[src/rtl/spk_pkg.sv]
`timescale 1ns/1ps
package spk_pkg;
    typedef enum logic [1:0] {
        PH_IDLE  = 2'd0,
        PH_ARMED = 2'd1,
        PH_GATE  = 2'd2
    } gate_phase_e;
endpackage

[src/rtl/spk_cfg_clamp.sv]
`timescale 1ns/1ps
module spk_cfg_clamp #(
    parameter int MAX_DLY = 16,
    localparam int CW = $clog2(MAX_DLY + 1)
) (
    input  logic [CW-1:0] cfg_delay,
    input  logic [CW-1:0] cfg_width,
    output logic [CW-1:0] d_eff,
    output logic [CW-1:0] w_eff
);
    localparam logic [CW-1:0] DMAX = CW'(MAX_DLY);
    localparam logic [CW-1:0] DMIN = CW'(1);

    always_comb begin
        if (cfg_delay == '0) begin
            d_eff = DMIN;
        end else if (cfg_delay > DMAX) begin
            d_eff = DMAX;
        end else begin
            d_eff = cfg_delay;
        end
        w_eff = (cfg_width > d_eff) ? d_eff : cfg_width;
    end
endmodule

[src/rtl/spk_delay_line.sv]
`timescale 1ns/1ps
module spk_delay_line #(
    parameter int DEPTH = 16,
    localparam int CW = $clog2(DEPTH + 1),
    localparam int SW = (DEPTH > 1) ? $clog2(DEPTH) : 1
) (
    input  logic          clk,
    input  logic          rst_n,
    input  logic          tick,
    input  logic          din,
    input  logic [CW-1:0] dly,
    output logic          dout
);
    logic [DEPTH-1:0] stage;
    logic [SW-1:0]    tap;

    always_comb begin
        tap = SW'(dly - CW'(1));
    end

    always_ff @(posedge clk) begin
        if (!rst_n) begin
            stage <= '0;
            dout  <= 1'b0;
        end else if (tick) begin
            dout  <= stage[tap];
            stage <= {stage[DEPTH-2:0], din};
        end
    end
endmodule

[src/rtl/spk_change_detect.sv]
`timescale 1ns/1ps
module spk_change_detect #(
    parameter int N_STATE = 4
) (
    input  logic               clk,
    input  logic               rst_n,
    input  logic               tick,
    input  logic               primed,
    input  logic [N_STATE-1:0] state_oh,
    output logic               change
);
    logic [N_STATE-1:0] ref_q;

    always_ff @(posedge clk) begin
        if (!rst_n) begin
            ref_q <= '0;
        end else if (tick) begin
            ref_q <= state_oh;
        end
    end

    always_comb begin
        change = tick && primed && (state_oh != ref_q);
    end
endmodule

[src/rtl/spk_gate_fsm.sv]
`timescale 1ns/1ps
module spk_gate_fsm
    import spk_pkg::*;
#(
    parameter int MAX_DLY = 16,
    localparam int CW = $clog2(MAX_DLY + 1)
) (
    input  logic          clk,
    input  logic          rst_n,
    input  logic          tick,
    input  logic          change,
    input  logic [CW-1:0] w_eff,
    output logic          gate,
    output logic          primed
);
    gate_phase_e   ph, ph_n;
    logic [CW-1:0] left, left_n;

    always_ff @(posedge clk) begin
        if (!rst_n) begin
            ph   <= PH_IDLE;
            left <= '0;
        end else begin
            ph   <= ph_n;
            left <= left_n;
        end
    end

    always_comb begin
        ph_n   = ph;
        left_n = left;
        unique case (ph)
            PH_IDLE: begin
                if (tick) ph_n = PH_ARMED;
            end
            PH_ARMED: begin
                if (change && w_eff != '0) begin
                    ph_n   = PH_GATE;
                    left_n = w_eff - CW'(1);
                end
            end
            PH_GATE: begin
                if (change) begin
                    if (w_eff != '0) begin
                        left_n = w_eff - CW'(1);
                    end else begin
                        ph_n = PH_ARMED;
                    end
                end else if (tick) begin
                    if (left == '0) begin
                        ph_n = PH_ARMED;
                    end else begin
                        left_n = left - CW'(1);
                    end
                end
            end
            default: ph_n = PH_IDLE;
        endcase
    end

    always_comb begin
        gate   = (ph == PH_GATE);
        primed = (ph != PH_IDLE);
    end
endmodule

[src/rtl/spk_replay_gate.sv]
`timescale 1ns/1ps
module spk_replay_gate #(
    parameter int N_STATE = 4,
    parameter int N_ACT   = 2,
    parameter int MAX_DLY = 16,
    localparam int CW = $clog2(MAX_DLY + 1),
    localparam int NL = N_STATE + N_ACT
) (
    input  logic               clk,
    input  logic               rst_n,
    input  logic               tick,
    input  logic [N_STATE-1:0] state_oh,
    input  logic [N_ACT-1:0]   act_spk,
    input  logic [CW-1:0]      cfg_delay,
    input  logic [CW-1:0]      cfg_width,
    output logic [N_ACT-1:0]   act_dly,
    output logic [N_STATE-1:0] state_dly,
    output logic               gate
);
    logic [CW-1:0] d_eff;
    logic [CW-1:0] w_eff;
    logic          change;
    logic          primed;
    logic [NL-1:0] line_in;
    logic [NL-1:0] line_out;

    spk_cfg_clamp #(.MAX_DLY(MAX_DLY)) u_clamp (
        .cfg_delay (cfg_delay),
        .cfg_width (cfg_width),
        .d_eff     (d_eff),
        .w_eff     (w_eff)
    );

    assign line_in = {state_oh, act_spk};

    for (genvar g = 0; g < NL; g++) begin : g_line
        spk_delay_line #(.DEPTH(MAX_DLY)) u_line (
            .clk   (clk),
            .rst_n (rst_n),
            .tick  (tick),
            .din   (line_in[g]),
            .dly   (d_eff),
            .dout  (line_out[g])
        );
    end

    assign act_dly   = line_out[N_ACT-1:0];
    assign state_dly = line_out[NL-1:N_ACT];

    spk_change_detect #(.N_STATE(N_STATE)) u_detect (
        .clk      (clk),
        .rst_n    (rst_n),
        .tick     (tick),
        .primed   (primed),
        .state_oh (state_oh),
        .change   (change)
    );

    spk_gate_fsm #(.MAX_DLY(MAX_DLY)) u_fsm (
        .clk    (clk),
        .rst_n  (rst_n),
        .tick   (tick),
        .change (change),
        .w_eff  (w_eff),
        .gate   (gate),
        .primed (primed)
    );
endmodule

[config.mk]
export PLATFORM = sky130hd
export DESIGN_NAME = spk_replay_gate
export DESIGN_NICKNAME = d
export VERILOG_FILES = /design/src/rtl/spk_pkg.sv /design/src/rtl/spk_cfg_clamp.sv /design/src/rtl/spk_delay_line.sv /design/src/rtl/spk_change_detect.sv /design/src/rtl/spk_gate_fsm.sv /design/src/rtl/spk_replay_gate.sv
export SDC_FILE = /design/constraint.sdc
export NUM_CORES = 1
export LEC_CHECK = 0
export ABC_AREA = 1
export BUFFER_PORTS_ARGS = -buffer_cell sky130_fd_sc_hd__buf_2
export CAP_MARGIN = 20
export CORE_MARGIN = 2
export CORE_UTILIZATION = 35
export DETAILED_ROUTE_END_ITERATION = 16
export SLEW_MARGIN = 5
export SYNTH_ARGS = -nofsm -noshare
export SYNTH_HDL_FRONTEND = slang
export SYNTH_HIERARCHICAL = 1
export SYNTH_SLANG_ARGS = --single-unit
[constraint.sdc]
create_clock -name clk -period 8.01 [get_ports clk]
set_input_delay 0.801 -clock clk [delete_from_list [all_inputs] [get_ports clk]]
set_output_delay 0.801 -clock clk [all_outputs]
set_load 0.02 [all_outputs]
Yosys cells after proc, flatten, opt, wreduce, memory -nomap -nowiden
Index checks and enable logic that the tools add are counted.
- $add $sub $neg: 3
- magnitude comparators: 3
- equal/unequal tests: 10
- mux-type cells: 28
- reductions and logical operators: 11
- operators by type and width (cell ; count):
    two-way mux 5 bit ; 8
    binary-select mux 1 bit (select 4 bit) ; 6
    two-way mux 2 bit ; 6
    zero test 5 bit ; 2
    case mux 5 bit (2 select lines) ; 1
    AND reduction 5 bit ; 2
    subtractor 5 x 1 -> 5 bit (second input constant) ; 2
    two-way mux 1 bit ; 6
    inequality test 3 x 1 -> 1 bit (second input constant) ; 2
    inequality test 3 bit (second input constant) ; 2
    case mux 2 bit (3 select lines) ; 1
    greater-than comparator 5 bit ; 1
    greater-than comparator 5 bit (second input constant) ; 1
    < comparator 4 x 5 -> 1 bit (second input constant) ; 1
    nonzero test 5 bit ; 1
    inequality test 4 bit ; 1
    nonzero test 2 bit ; 2
    subtractor 4 x 1 -> 4 bit (second input constant) ; 1
    logical AND 1 bit ; 3
    inequality test 3 x 2 -> 1 bit (second input constant) ; 1
    equality test 2 x 1 -> 1 bit (second input constant) ; 1
    equality test 2 bit (second input constant) ; 1
    zero test 2 bit ; 1
    inequality test 2 x 1 -> 1 bit (second input constant) ; 1
    inequality test 2 bit (second input constant) ; 1
- bits in registers: 113
- input port bits: 19

Depth between registers and ports, before layout
Gate-level depths: netlist of the first run.
- depth in word-level cells: 9
- mapped depth: 21
- depth with buffers taken out: 21

By module
The synthesis of the first run kept the hierarchy.
- by module, submodules not included (module ; instances ; cells each ; area each (um2)):
    spk_delay_line ; 6 ; 119 ; 825.8
    spk_gate_fsm ; 1 ; 103 ; 628.1
    spk_cfg_clamp ; 1 ; 48 ; 272.8
    spk_change_detect ; 1 ; 37 ; 219.0

Worst setup path before layout of the first run
Ideal clock, no wire load.
- path type: in2reg
- start point: in cfg_delay[2]
- end point: reg u_fsm.left[0]
- data arrival time: 3147 ps
- required time: 7896 ps
- slack: 4749 ps
- stages on the path: 19
- buffers on the path: 0
- cell sequence: nor2_1 nand2_1 a21boi_1 inv_1 ha_1 nand2_2 nor2_4 nand2_2 nand3_4 nand3_1 nand2_1 inv_1 ha_1 nand3_2 nand2_1 nand2_2 nand3_4 nor2_1 nor2_2
- cells in the longest elaborated chain, start to end: 9
- ends and longest elaborated chain (element ; RTL line ; source):
    from (decl) ; spk_replay_gate.sv:14 ; input logic [CW-1:0] cfg_delay,
    greater-than comparator 5 bit ; spk_cfg_clamp.sv:17 ; end else if (cfg_delay > DMAX) begin
    two-way mux 5 bit ; spk_cfg_clamp.sv:17 ;
    two-way mux 5 bit (*) ; spk_cfg_clamp.sv:15 ; if (cfg_delay == '0) begin
    net d_eff[3] ; spk_replay_gate.sv:20 ; logic [CW-1:0] d_eff;
    greater-than comparator 5 bit (*) ; spk_cfg_clamp.sv:22 ; w_eff = (cfg_width > d_eff) ? d_eff : cfg_width;
    two-way mux 5 bit (*) ; spk_cfg_clamp.sv:22 ;
    net w_eff[0] ; spk_replay_gate.sv:21 ; logic [CW-1:0] w_eff;
    subtractor 5 x 1 -> 5 bit or nonzero test 5 bit (tied branches) ; - ;
    two-way mux 5 bit or logical AND 1 bit (tied branches) ; spk_gate_fsm.sv:44, spk_gate_fsm.sv:37 ;
    two-way mux 5 bit or inequality test 2 x 1 -> 1 bit (tied branches) ; - ;
    case mux 5 bit (2 select lines) or AND reduction 5 bit (tied branches) ; - ;
    to (signal assigned) ; spk_gate_fsm.sv:25 ; left <= left_n;
    to (decl) ; spk_gate_fsm.sv:17 ; logic [CW-1:0] left, left_n;
Mark *: on every way through the listed nets, which the timed path passes. The rest lies on a longest branch. The select of a mux whose other input is x is not followed.
A chain may end at the register's enable or synchronous reset.

Final worst setup path of the first run
- start point: in cfg_delay[2]
- end point: reg u_fsm.left[2]
- cells in the longest elaborated chain, start to end: 9
- ends and longest elaborated chain (element ; RTL line):
    greater-than comparator 5 bit ; spk_cfg_clamp.sv:17
    two-way mux 5 bit ; spk_cfg_clamp.sv:17
    two-way mux 5 bit (*) ; spk_cfg_clamp.sv:15
    net d_eff[0] ; spk_replay_gate.sv:20
    greater-than comparator 5 bit ; spk_cfg_clamp.sv:22
    two-way mux 5 bit (*) ; spk_cfg_clamp.sv:22
    net w_eff[0] ; spk_replay_gate.sv:21
    subtractor 5 x 1 -> 5 bit or nonzero test 5 bit (tied branches) ; -
    two-way mux 5 bit or logical AND 1 bit (tied branches) ; spk_gate_fsm.sv:44, spk_gate_fsm.sv:37
    two-way mux 5 bit or inequality test 2 x 1 -> 1 bit (tied branches) ; -
    case mux 5 bit (2 select lines) or AND reduction 5 bit (tied branches) ; -
Marks and branches as above.

==> impl_metrics.env, run 1 <==
export IMPL_reg2reg_to="u_fsm/left[2]"
export IMPL_timing_fmax_mhz=294
export IMPL_rr_worst_depth=11
export IMPL_firstDrtPassIters=5
export IMPL_dp_slack_ns=4.18
export IMPL_n_antenna_cell=0
export IMPL_antenna_found_initial=0
export IMPL_avgSynthCellArea_um2=6.74
export IMPL_fin_crit_ns=3.40
export IMPL_row_count=48
export IMPL_hold_depth=2
export IMPL_io_buffers=25
export IMPL_finalMaxSlewViolations=0
export IMPL_drc=0
export IMPL_grt_use_met2=0.223
export IMPL_hold_worst_slack_ns=0.465
export IMPL_die_h_um=136
export IMPL_grtUsageMet3=0.0441
export IMPL_status="completed"
export IMPL_grt_max_degree=116
export IMPL_clock_latency_ns=0.42
export IMPL_synthToLayoutAreaGrowth_pct=14.3
export IMPL_cts_resized=0
export IMPL_synth_area_mm2=0.00607
export IMPL_cts_buffers=17
export IMPL_postSynthNetCount=933
export IMPL_holdBufCountCts=0
export IMPL_htreeDepth=4
export IMPL_total_leakage_power_nw=3.19
export IMPL_drive_gt1_frac=0.106
export IMPL_worstMarginPinSlew_ns=0.982
export IMPL_hold_viol=0
export IMPL_cp_data_arrival_time_ns=3.72
export IMPL_r2r_start="u_fsm/ph[0]"
export IMPL_dp_hpwl_um=7920
export IMPL_drt_iter0_drc=378
export IMPL_rsz0062_at_grt="no"
export IMPL_worst_slew_margin_rel=0.345
export IMPL_final_setup_viol_count=0
export IMPL_grt_pass1_wl_um=22100
export IMPL_final_nets=944
export IMPL_hold_end="g_line[3].u_line/stage[15]"
export IMPL_cp_max_fo=62
export IMPL_setup_tns_ns=0
export IMPL_timing_final_ws_setup_ns=4.61
export IMPL_synthCells=901
export IMPL_grt_pass1_vias=4922
export IMPL_use_met1=0.198
export IMPL_wl_per_cell_um=11.0
export IMPL_max_cap_viol_count=0
export IMPL_final_fill_count=1858
export IMPL_yosysWarnings=6
export IMPL_root_buffer="clkbuf_16"
export IMPL_ant_nets=0
export IMPL_clock_skew_ns=0.00494
export IMPL_grt_busiest_layer="met2"
export IMPL_vias=5377
export IMPL_cts_tree="built"
export IMPL_clock_sinks=113
export IMPL_power_density_mw_per_mm2=268
export IMPL_ir_worst_vdd_mv=0.168
export IMPL_viasPerCell=4.68
export IMPL_clock_path_buffers=2
export IMPL_gp_congestion=0.790
export IMPL_hp_start="g_line[3].u_line/stage[14]"
export IMPL_cts_setup_buffers=0
export IMPL_totalWireLength_um=12700
export IMPL_hold_class="flip-flop to flip-flop"
export IMPL_core_area_mm2=0.0171
export IMPL_setup_worst_path_start_class="input pin"
export IMPL_ios=26
export IMPL_die_w_um=136
export IMPL_die_area_mm2=0.0184
export IMPL_track_usage=0.147
export IMPL_fin_crit_sh=0.425
export IMPL_cp_required_ns=8.32
export IMPL_grt_ovfl_total=0
export IMPL_critPathCaptureType="flip-flop"
export IMPL_r2r_slack_ns=6.12
export IMPL_path_class="input pin to flip-flop"
export IMPL_path_clk_slew_ns=0.06
export IMPL_initial_core_util=0.355
## layout make-up
type | count | area (um2) | area share
inverter | 155 | 627 | 0.0903
tap | 225 | 282 | 0.0406
clock buffer | 22 | 474 | 0.0683
timing repair buffer | 29 | 158 | 0.0227
multi-input combinational | 596 | 2980 | 0.430
sequential | 113 | 2260 | 0.326
clock inverter | 10 | 156 | 0.0225
## cell usage in the layout (no fill, tap or decap), types with 5 or more instances in the layout
master,n
a21oi_1,105
buf_2,24
buf_4,5
clkbuf_16,17
dfxtp_1,113
ha_1,13
inv_1,142
inv_2,6
inv_8,6
nand2_1,173
nand2_2,13
nand3_1,92
nand3b_1,12
nor2_1,59
nor2_2,5
o21ai_0,93
xnor2_1,8
xor2_1,7
## how the worst max path moves through the flow
stage / endpoint / startpoint / cells after the start
after floorplan: u_fsm/left[0] / cfg_delay[2] / 19
after global placement: u_fsm/left[2] / cfg_delay[2] / 17
after detailed placement: u_fsm/left[2] / cfg_delay[0] / 18
after CTS: u_fsm/left[1] / cfg_delay[0] / 18
after global routing: u_fsm/left[0] / cfg_delay[0] / 18
final: u_fsm/left[2] / cfg_delay[2] / 17
## through the flow
stage	power, mW	std cells	instance area, um2	utilization
2_1_floorplan	0.993	901	6070	-
3_3_place_gp	1.07	1118	6310	0.369
3_5_place_dp	1.07	1118	6310	0.369
4_1_cts	1.88	1150	6940	0.406
5_1_grt	1.98	1150	6940	0.406
6_report	1.86	1150	6940	0.406
## critical path, cell delays in order
cell	delay, ns
buf_2	0.11
nor2_1	0.09
nand2_1	0.10
o21ai_4	0.12
buf_4	0.72
ha_1	0.39
nand2_2	0.15
nand3_1	0.10
nand2_1	0.12
inv_1	0.06
ha_1	0.24
nand3_2	0.12
nand2_1	0.09
nand2_2	0.14
nand3_4	0.13
nor2_1	0.15
nor2_2	0.05
## sequential cells by signal (all words and copies together) (netlist names)
| name | cells |
|---|---|
| g_line.u_line/dout | 6 |
| g_line.u_line/stage | 96 |
| u_detect/ref_q | 4 |
| u_fsm/left | 5 |
| u_fsm/ph | 2 |
## layer usage
layer / routed length [um] / vias to the layer above
li1: - / 2912
met2: 5350 / 82
met1: 6640 / 2366
met4: 176 / 0
met3: 497 / 17
met5: 0 / -
## report_power, final
group | switching, mW | internal (mW)
combinational | 0.272 | 0.150
clock | 0.259 | 0.543
sequential | 0.0244 | 0.614
Power figures use the tool's default switching activity.
==> run 2: changes to the inputs <==
==> constraint.sdc (replaced) <==
create_clock -name clk -period 3.5 [get_ports clk]
set_input_delay 0.35 -clock clk [delete_from_list [all_inputs] [get_ports clk]]
set_output_delay 0.35 -clock clk [all_outputs]
set_load 0.02 [all_outputs]
==> impl_metrics.env, run 2 (synthesis gave the netlist of run 1 again) <==
export IMPL_p_switching_mw=1.30
export IMPL_dp_hpwl_um=8270
export IMPL_drc=0
export IMPL_final_fill_count=1795
export IMPL_firstDrtPassIters=4
export IMPL_cp_data_arrival_time_ns=2.69
export IMPL_viasPerCell=4.60
export IMPL_totalWireLength_um=12600
export IMPL_fin_crit_ns=2.38
export IMPL_ios=26
export IMPL_drt_iter0_drc=366
export IMPL_rsz0062_at_grt="no"
export IMPL_largest_reg_flops=96
export IMPL_ir_worst_vdd_mv=0.385
export IMPL_critPathCaptureType="flip-flop"
export IMPL_cts_setup_buffers=0
export IMPL_clock_path_buffers=2
export IMPL_p_int_mw=2.83
export IMPL_vias=5294
export IMPL_holdBufCountCts=0
export IMPL_root_buffer="clkbuf_16"
export IMPL_die_area_mm2=0.0184
export IMPL_worstMarginPinSlew_ns=0.802
export IMPL_gp_congestion=0.781
export IMPL_hold_viol=0
export IMPL_status="completed"
export IMPL_placed_cells=1120
export IMPL_setup_worst_path_start_class="input pin"
export IMPL_track_usage=0.145
export IMPL_clock_sinks=113
export IMPL_initial_core_util=0.355
export IMPL_ant_nets=0
export IMPL_clock_skew_ns=0.00636
export IMPL_grt_pass1_vias=4798
export IMPL_layout_common_cells="nand2_1, inv_1, dfxtp_1, a21oi_1, o21ai_0"
export IMPL_cts_tree="built"
export IMPL_core_area_mm2=0.0171
export IMPL_wl_per_cell_um=11.0
export IMPL_worst_slew_margin_rel=0.466
export IMPL_path_class="input pin to flip-flop"
export IMPL_largest_registers="g_line.u_line/stage: 96 flops, g_line.u_line/dout: 6 flops, u_fsm/left: 5 flops"
export IMPL_max_cap_viol_count=0
export IMPL_grt_max_degree=214
export IMPL_cts_resized=0
export IMPL_fin_crit_sh=0.680
export IMPL_row_count=48
export IMPL_total_leakage_power_nw=3.18
export IMPL_layout_commonest_cell="nand2_1"
export IMPL_hold_class="input pin to flip-flop"
export IMPL_timing_fmax_mhz=420
export IMPL_die_w_um=136
export IMPL_r2r_slack_ns=1.55
export IMPL_clock_latency_ns=0.41
export IMPL_instances_no_fill=1152
export IMPL_grt_ovfl_total=0
export IMPL_setup_tns_ns=0
export IMPL_share_comb_of_total_power=0.235
export IMPL_synthToLayoutAreaGrowth_pct=14.3
export IMPL_grt_pass1_wl_um=21600
export IMPL_die_h_um=136
export IMPL_n_antenna_cell=0
export IMPL_p_sw_frac=0.314
export IMPL_final_nets=946
export IMPL_cp_max_fo=9
export IMPL_io_buffers=25
export IMPL_seqPwrFrac=0.354
export IMPL_htreeDepth=4
export IMPL_finalMaxSlewViolations=0
export IMPL_cp_required_ns=3.81
export IMPL_regMostFlops="g_line.u_line/stage"
export IMPL_drive_gt1_frac=0.110
export IMPL_antenna_found_initial=0
export IMPL_power_density_mw_per_mm2=595
export IMPL_path_clk_slew_ns=0.05
export IMPL_cts_buffers=17
export IMPL_final_setup_viol_count=0
export IMPL_clockPowerShare=0.411
export IMPL_post_route_util=0.405
==> run 2: cell count changes in the layout (fill, tap and decap cells not counted), sizes merged <==
cell	before	now
buf	29	31
bufinv	4	2
clkbuf	22	19
clkinv	6	7
clkinvlp	1	4
inv	154	155
==> run 2: worst paths after layout <==
path | from | to | depth (start not counted)
hold / removal | act_spk[1] | g_line[1].u_line/stage[0] | 3
hold reg to reg | g_line[2].u_line/stage[9] | g_line[2].u_line/stage[10] | 2
setup reg to reg | u_fsm/ph[0] | u_fsm/left[2] | 11
setup / recovery | cfg_delay[2] | u_fsm/left[2] | 21
==> run 2: layout make-up <==
cell class | count | area, um2 | share of cell area
Multi-Input combinational cell | 596 | 2980 | 0.430
Sequential cell | 113 | 2260 | 0.326
Inverter | 155 | 627 | 0.0903
Clock buffer | 19 | 453 | 0.0653
Tap cell | 225 | 282 | 0.0406
Timing Repair Buffer | 31 | 198 | 0.0285
Clock inverter | 13 | 136 | 0.0197
==> run 2: power by group through the flow <==
| stage | logic (mW) | registers (mW) | clock network, mW |
|---|---|---|---|
| floorplan | 0.788 | 1.48 | 0 |
| global placement | 0.969 | 1.48 | 0 |
| detailed placement | 0.973 | 1.49 | 0 |
| CTS | 0.979 | 1.46 | 1.74 |
| global route | 1.12 | 1.47 | 1.80 |
| finish | 0.970 | 1.46 | 1.70 |
==> run 2: critical path, stage by stage <==
cell and delay [ns]:
buf_2 0.10, nor2_1 0.10, nand2_1 0.10, a21boi_1 0.17, inv_1 0.06, ha_1 0.28
nand2_2 0.09, inv_1 0.04, nand2_1 0.09, nand3_4 0.12, nand2_4 0.10, nand2_1 0.05
nand2_1 0.06, inv_1 0.05, ha_1 0.24, nand3_2 0.12, nand2_1 0.09, nand2_2 0.14
nand3_4 0.13, nor2_1 0.14, nor2_2 0.05
==> run 2: metrics by stage <==
| stage | worst slack (ns) | hold WS, ns | cell area (um2) | power [mW] |
|---|---|---|---|---|
| 3_5_place_dp | 0.675 | 0.458 | 6350 | 2.46 |
| 2_1_floorplan | 0.690 | 0.440 | 6070 | 2.27 |
| 6_report | 1.12 | 0.166 | 6940 | 4.13 |
| 3_3_place_gp | 0.743 | 0.455 | 6350 | 2.45 |
| 5_1_grt | 0.818 | 0.176 | 6940 | 4.40 |
| 4_1_cts | 1.11 | 0.154 | 6940 | 4.18 |
==> run 2: layer usage <==
metal	up-vias	share of wire	routed length, um	track usage
met5	-	0	0	0
met4	0	0.0082	104	0.0451
met3	9	0.030	382	0.0385
met2	49	0.43	5390	0.228
met1	2324	0.53	6740	0.194
li1	2912	-	-	-
